`src/rtl/hdx_pkg.sv`:
```
package hdx_pkg;
    localparam int CNT_W = 4;
    typedef enum logic [1:0] {
        ST_IDLE   = 2'd0,
        ST_SETUP  = 2'd1,
        ST_ACTIVE = 2'd2,
        ST_HOLD   = 2'd3
    } hdx_state_e;
endpackage

```
`src/rtl/hdx_bit_counter.sv`:
```
module hdx_bit_counter #(
    parameter int CNT_W = 4
) (
    input  logic             clk,
    input  logic             rst_n,
    input  logic             load,
    input  logic [CNT_W-1:0] load_val,
    input  logic             run,
    input  logic             bit_tick,
    output logic             expire
);
    localparam logic [CNT_W-1:0] ONE = CNT_W'(1);

    logic [CNT_W-1:0] cnt_q;

    always_ff @(posedge clk) begin
        if (!rst_n) begin
            cnt_q <= '0;
        end else if (load) begin
            cnt_q <= load_val;
        end else if (run && bit_tick && cnt_q != '0) begin
            cnt_q <= cnt_q - ONE;
        end
    end

    assign expire = run && bit_tick && (cnt_q == ONE);

    AST_LOAD_TAKES: assert property (@(posedge clk) disable iff (!rst_n)
        load |=> (cnt_q == $past(load_val)));
endmodule

```
`src/rtl/hdx_dir_fsm.sv`:
```
module hdx_dir_fsm
    import hdx_pkg::*;
#(
    parameter int CNT_W = 4
) (
    input  logic             clk,
    input  logic             rst_n,
    input  logic             bit_tick,
    input  logic             auto_dir_en,
    input  logic [CNT_W-1:0] setup_cnt,
    input  logic [CNT_W-1:0] hold_cnt,
    input  logic             tx_pending,
    input  logic             tx_idle,
    output hdx_state_e       state_q
);
    hdx_state_e       state_d;
    logic             ld;
    logic [CNT_W-1:0] ld_val;
    logic             cnt_run;
    logic             expire;
    logic             burst_done;

    assign burst_done = tx_idle && !tx_pending;
    assign cnt_run    = (state_q == ST_SETUP) || (state_q == ST_HOLD);

    hdx_bit_counter #(.CNT_W(CNT_W)) i_cnt (
        .clk      (clk),
        .rst_n    (rst_n),
        .load     (ld),
        .load_val (ld_val),
        .run      (cnt_run),
        .bit_tick (bit_tick),
        .expire   (expire)
    );

    always_ff @(posedge clk) begin
        if (!rst_n) state_q <= ST_IDLE;
        else        state_q <= state_d;
    end

    always_comb begin
        state_d = state_q;
        ld      = 1'b0;
        ld_val  = setup_cnt;
        unique case (state_q)
            ST_IDLE: begin
                if (tx_pending) begin
                    if (auto_dir_en && setup_cnt != '0) begin
                        state_d = ST_SETUP;
                        ld      = 1'b1;
                    end else begin
                        state_d = ST_ACTIVE;
                    end
                end
            end
            ST_SETUP: begin
                if (!auto_dir_en || expire) state_d = ST_ACTIVE;
            end
            ST_ACTIVE: begin
                if (burst_done) begin
                    if (hold_cnt != '0) begin
                        state_d = ST_HOLD;
                        ld      = 1'b1;
                        ld_val  = hold_cnt;
                    end else begin
                        state_d = ST_IDLE;
                    end
                end
            end
            ST_HOLD: begin
                if (tx_pending)  state_d = ST_ACTIVE;
                else if (expire) state_d = ST_IDLE;
            end
            default: state_d = ST_IDLE;
        endcase
    end

    AST_SETUP_WAITS_TICK: assert property (@(posedge clk) disable iff (!rst_n)
        (state_q == ST_SETUP && auto_dir_en && !bit_tick) |=> (state_q == ST_SETUP));
    AST_HOLD_WAITS_TICK: assert property (@(posedge clk) disable iff (!rst_n)
        (state_q == ST_HOLD && !tx_pending && !bit_tick) |=> (state_q == ST_HOLD));
    AST_HOLD_RESUME: assert property (@(posedge clk) disable iff (!rst_n)
        (state_q == ST_HOLD && tx_pending) |=> (state_q == ST_ACTIVE));
    AST_NO_SETUP_AFTER_ACTIVE: assert property (@(posedge clk) disable iff (!rst_n)
        (state_q == ST_ACTIVE) |=> (state_q != ST_SETUP));
endmodule

```
`src/rtl/hdx_out_stage.sv`:
```
module hdx_out_stage
    import hdx_pkg::*;
(
    input  hdx_state_e state_q,
    input  logic       auto_dir_en,
    input  logic       echo_sup_en,
    input  logic       host_rts,
    output logic       rts_out,
    output logic       tx_start_ok,
    output logic       rx_blank
);
    always_comb begin
        rts_out     = host_rts;
        tx_start_ok = 1'b1;
        rx_blank    = 1'b0;
        unique case (state_q)
            ST_IDLE: begin
                if (auto_dir_en) begin
                    rts_out     = 1'b0;
                    tx_start_ok = 1'b0;
                end
            end
            ST_SETUP: begin
                if (auto_dir_en) begin
                    rts_out     = 1'b1;
                    tx_start_ok = 1'b0;
                end
            end
            ST_ACTIVE: begin
                if (auto_dir_en) rts_out = 1'b1;
                rx_blank = echo_sup_en;
            end
            ST_HOLD: begin
                if (auto_dir_en) begin
                    rts_out     = 1'b1;
                    tx_start_ok = 1'b0;
                end
                rx_blank = echo_sup_en;
            end
            default: begin
                rts_out     = 1'b0;
                tx_start_ok = 1'b0;
            end
        endcase
    end
endmodule

```
`src/rtl/hdx_dir_ctrl.sv`:
```
module hdx_dir_ctrl
    import hdx_pkg::*;
#(
    parameter int CNT_W = hdx_pkg::CNT_W,
    localparam int CFG_W = 2 * CNT_W
) (
    input  logic             clk,
    input  logic             rst_n,
    input  logic             bit_tick,
    input  logic             auto_dir_en,
    input  logic             echo_sup_en,
    input  logic [CFG_W-1:0] dly_cfg,
    input  logic             tx_pending,
    input  logic             tx_idle,
    input  logic             host_rts,
    output logic             rts_out,
    output logic             tx_start_ok,
    output logic             rx_blank
);
    hdx_state_e       state_q;
    logic [CNT_W-1:0] setup_cnt;
    logic [CNT_W-1:0] hold_cnt;

    assign setup_cnt = dly_cfg[CFG_W-1:CNT_W];
    assign hold_cnt  = dly_cfg[CNT_W-1:0];

    hdx_dir_fsm #(.CNT_W(CNT_W)) i_fsm (
        .clk         (clk),
        .rst_n       (rst_n),
        .bit_tick    (bit_tick),
        .auto_dir_en (auto_dir_en),
        .setup_cnt   (setup_cnt),
        .hold_cnt    (hold_cnt),
        .tx_pending  (tx_pending),
        .tx_idle     (tx_idle),
        .state_q     (state_q)
    );

    hdx_out_stage i_out (
        .state_q     (state_q),
        .auto_dir_en (auto_dir_en),
        .echo_sup_en (echo_sup_en),
        .host_rts    (host_rts),
        .rts_out     (rts_out),
        .tx_start_ok (tx_start_ok),
        .rx_blank    (rx_blank)
    );

    AST_GRANT_NEEDS_RTS: assert property (@(posedge clk) disable iff (!rst_n)
        (auto_dir_en && tx_start_ok) |-> rts_out);
endmodule

```
`config.mk`:
```
export PLATFORM = sky130hd
export DESIGN_NAME = hdx_dir_ctrl
export DESIGN_NICKNAME = d
export VERILOG_FILES = /design/src/rtl/hdx_pkg.sv /design/src/rtl/hdx_bit_counter.sv /design/src/rtl/hdx_dir_fsm.sv /design/src/rtl/hdx_out_stage.sv /design/src/rtl/hdx_dir_ctrl.sv
export SDC_FILE = /design/constraint.sdc
export NUM_CORES = 1
export LEC_CHECK = 0
export BUFFER_PORTS_ARGS = -buffer_cell sky130_fd_sc_hd__buf_2
export CAP_MARGIN = 20
export CORE_AREA = 3 3 40 42
export DETAILED_ROUTE_END_ITERATION = 7
export DIE_AREA = 0 0 43 45
export HOLD_SLACK_MARGIN = 0.08
export PLACE_DENSITY = 0.7
export SLEW_MARGIN = 20
export SYNTH_ARGS = -nofsm -noshare
export SYNTH_HDL_FRONTEND = slang
export SYNTH_SLANG_ARGS = --single-unit
```
`constraint.sdc`:
```
create_clock -name clk -period 1.85 [get_ports clk]
set_input_delay 0.4625 -clock clk [delete_from_list [all_inputs] [get_ports clk]]
set_output_delay 0.4625 -clock clk [all_outputs]
set_load 0.1 [all_outputs]
```
==> impl_metrics.csv <==
group,metric,value,unit
outcome,status,"complete, no violations",
routing,first_pass_iters,4,
timing,tightest_slew,0.4848,ns
timing,drv_slew,0,
floorplanning,start_util,37.29,%
layout,sequential_cell_area,120.1,um2
run,drv_cap,0,
power_and_ir_drop,swShare,38.51,%
critical_path,required,1.39,ns
routing,drt_iter0_markers,13,
floorplanning,ios,19,
timing,setup_viol,0,
place,io_buffers,18,
synth,syn_area,479.2,um2
timing,fin_skew,0.0008397,ns
timing,hold-worst-slack,0.5248,ns
critical_path,cp_slowest_stage_delay,0.48,ns
floorplanning,die_h,45,um
layout,nets,98,
cts,post_cts_buffers,0,
critical_path,path_class,"flop to primary output",
place,numPlacedInstances,90,
global_route,grt_pass1_wl,1994,um
critical_path,worstPathMaxFanout,9,
timing,rsz0062_at_grt,"false",
layout,area_delta_synth_final,35.77,%
place,placedInstanceArea,628.1,um2
min_path,holdCritPathClass,"primary input to flop",
cts,holdBufCountCts,0,
timing,post-route-min-period,1.736,ns
layout,layout_common_cells,"buf_2, dfxtp_1, nand2_1, inv_1, nor2_1",
place,place_congestion,0.7514,
critical_path,crit_path_start_kind,"flop",
cts,path_clk_slew,0.04,ns
timing,fin_setup_tns,0,ns
global_route,antenna_found_initial,0,
global_route,grt_use_total,14.04,%
floorplanning,die_area,1935,um2
cts,cts_tree,"built",
power_and_ir_drop,pwr-share-comb,42.4,%
floorplanning,die_w,43,um
power_and_ir_drop,total_leakage_power,0.0002550,uW
cts,htree_levels,1,
floorplanning,coreArea,1285,um2
critical_path,cp.arrival,1.27,ns
synth,synth_area_per_cell,8.262,um2
timing,max_freq,0.5761,GHz
layout,finalInstanceArea,650.6,um2
routing,wl_per_cell,13.14,um
timing,slew_headroom,67.90,%
layout,diodes,0,
layout,final_common_cell,"buf_2",
synth,yosys_warnings,0,
timing,hold_viol,0,
cts,cts-resized-gates,0,
cts,cts_buffer_depth,2,
layout,fillerInstances,136,
global_route,grt_pass1_vias,476,
power_and_ir_drop,power.share.clock,24.4,%
cts,cts-root-buf,"clkbuf_4",
power_and_ir_drop,total_power,487.2,uW
synth,ys_types,29,
global_route,grt_max_degree,10,
power_and_ir_drop,p_per_area,748.9,nW/um2
synth,syn-num-nets,76,
place,dp_hpwl,951,um
routing,via_per_inst,5.452,
synth,synth_seq_cells,6,
critical_path,path_cells,"nor2_1 > a21oi_4 > buf_12",
synth,seq_area_frac_synth,25.07,%
power_and_ir_drop,p_int,299.6,uW
cts,numCtsBuffers,3,
routing,remaining_drc_errors,0,
layout,multiInputGateArea,354.1,um2
layout,finalNonFillerCells,93,
power_and_ir_drop,ir_drop,545.0,uV
routing,ant_nets,0,
cts,cts.sinks,6,
power_and_ir_drop,power.switching,187.7,uW
cts,clk_latency,0.24,ns
critical_path,crit_slowest_cell,"dfxtp_1",
layout,drive_gt1_share,35.90,%
routing,wl,1222,um
routing,vias,507,
global_route,overflow,0,
floorplanning,fp-row-count,13,
timing,fin_crit_sh,93.83,%
power_and_ir_drop,seq_power_share,33.2,%
synth,synthCells,58,
critical_path,endpoint_kind,"primary output",
area by class of cell:
type,count,area share [%]
clock buffer,3,3.462
inverter,4,2.308
multi-input combinational,47,54.42
sequential,6,18.46
tap,15,2.885
timing repair buffer,18,18.46
flip-flops by register name, summed over array words and instances, names as in the netlist:
signal	cells
i_fsm.state_q	2
i_fsm.i_cnt.cnt_q	4
routing by layer:
metal / wire length (um) / GRT usage, % / share of wire [%] / vias to the layer above
met4: 0 / 1.807 / 0 / 0
met5: 0 / 0 / 0 / -
met2: 624 / 25.45 / 51 / 18
met1: 501 / 15.57 / 41 / 226
met3: 96 / 6.375 / 7.9 / 0
li1: - / - / - / 263
through the flow:
| step | setup WS [ns] | utilization, % |
|---|---|---|
| finish | 0.1141 | 50.63 |
| global route | 0.02439 | 50.63 |
| CTS | 0.1014 | 50.63 |
| detailed placement | 0.03473 | 48.88 |
| global placement | 0.06314 | 48.88 |
| floorplan | 0.1248 | - |
kinds of logic (layout without fill, tap and decap cells):
kind of cell,count (synthesis),count (layout),synth area share [%]
adder cells (fa/ha/maj),2,2,5.221
XOR/XNOR,1,1,1.828
AND/OR/NAND/NOR,22,22,27.15
AO/OA/AOI/OAI,20,20,32.12
multiplexers,2,2,4.439
flip-flops,6,6,25.07
buffers and inverters,5,25,4.176
power groups by stage:
stage | clock, uW | sequential (uW) | combinational (uW)
6_report | 119 | 162 | 206
5_1_grt | 130 | 165 | 224
4_1_cts | 121 | 162 | 208
3_5_place_dp | 0 | 164 | 206
3_3_place_gp | 0 | 164 | 204
2_1_floorplan | 0 | 156 | 147
cells in the mapped netlist:
master / n / area share [%]
dfxtp_1: 6 / 25
nand2_1: 5 / 3.9
inv_1: 4 / 3.1
nor2_1: 4 / 3.1
a21oi_1: 3 / 3.1
a22oi_1: 3 / 4.7
and2_1: 3 / 3.9
o22ai_1: 3 / 3.9
ha_1: 2 / 5.2
nand2b_1: 2 / 2.6
nor4_1: 2 / 2.6
o211ai_1: 2 / 3.1
o21ai_0: 2 / 2.1
or4_4: 2 / 4.7
a21boi_0: 1 / 1.6
a221o_1: 1 / 2.1
a31oi_1: 1 / 1.3
a32oi_4: 1 / 5.7
and3_1: 1 / 1.3
and4bb_2: 1 / 2.6
buf_2: 1 / 1.0
mux2_2: 1 / 2.3
mux2i_1: 1 / 2.1
nand3_1: 1 / 1.0
nand4_1: 1 / 1.3
o21a_1: 1 / 1.6
o21ai_1: 1 / 1.0
o311ai_0: 1 / 1.8
xnor2_1: 1 / 1.8
final timing paths:
path / startpoint / to / slack [ns] / cells past startpoint
max: i_fsm.state_q[0]$_SDFFE_PN0P_ / rts_out / 0.11 / 3
min: rst_n / i_fsm.i_cnt.cnt_q[2]$_SDFFE_PN0P_ / 0.52 / 2
max reg2reg: i_fsm.i_cnt.cnt_q[0]$_SDFFE_PN0P_ / i_fsm.i_cnt.cnt_q[1]$_SDFFE_PN0P_ / 0.33 / 5
min reg2reg: i_fsm.state_q[1]$_SDFFE_PN0P_ / i_fsm.state_q[1]$_SDFFE_PN0P_ / 0.55 / 2
critical path, delay by kind of cell (launching register included):
kind	cells	cell delay, ns
simple gates	1	0.17
compound gates	1	0.19
buf+inv	1	0.18
flops	1	0.48
Power figures use the tool's default switching activity.
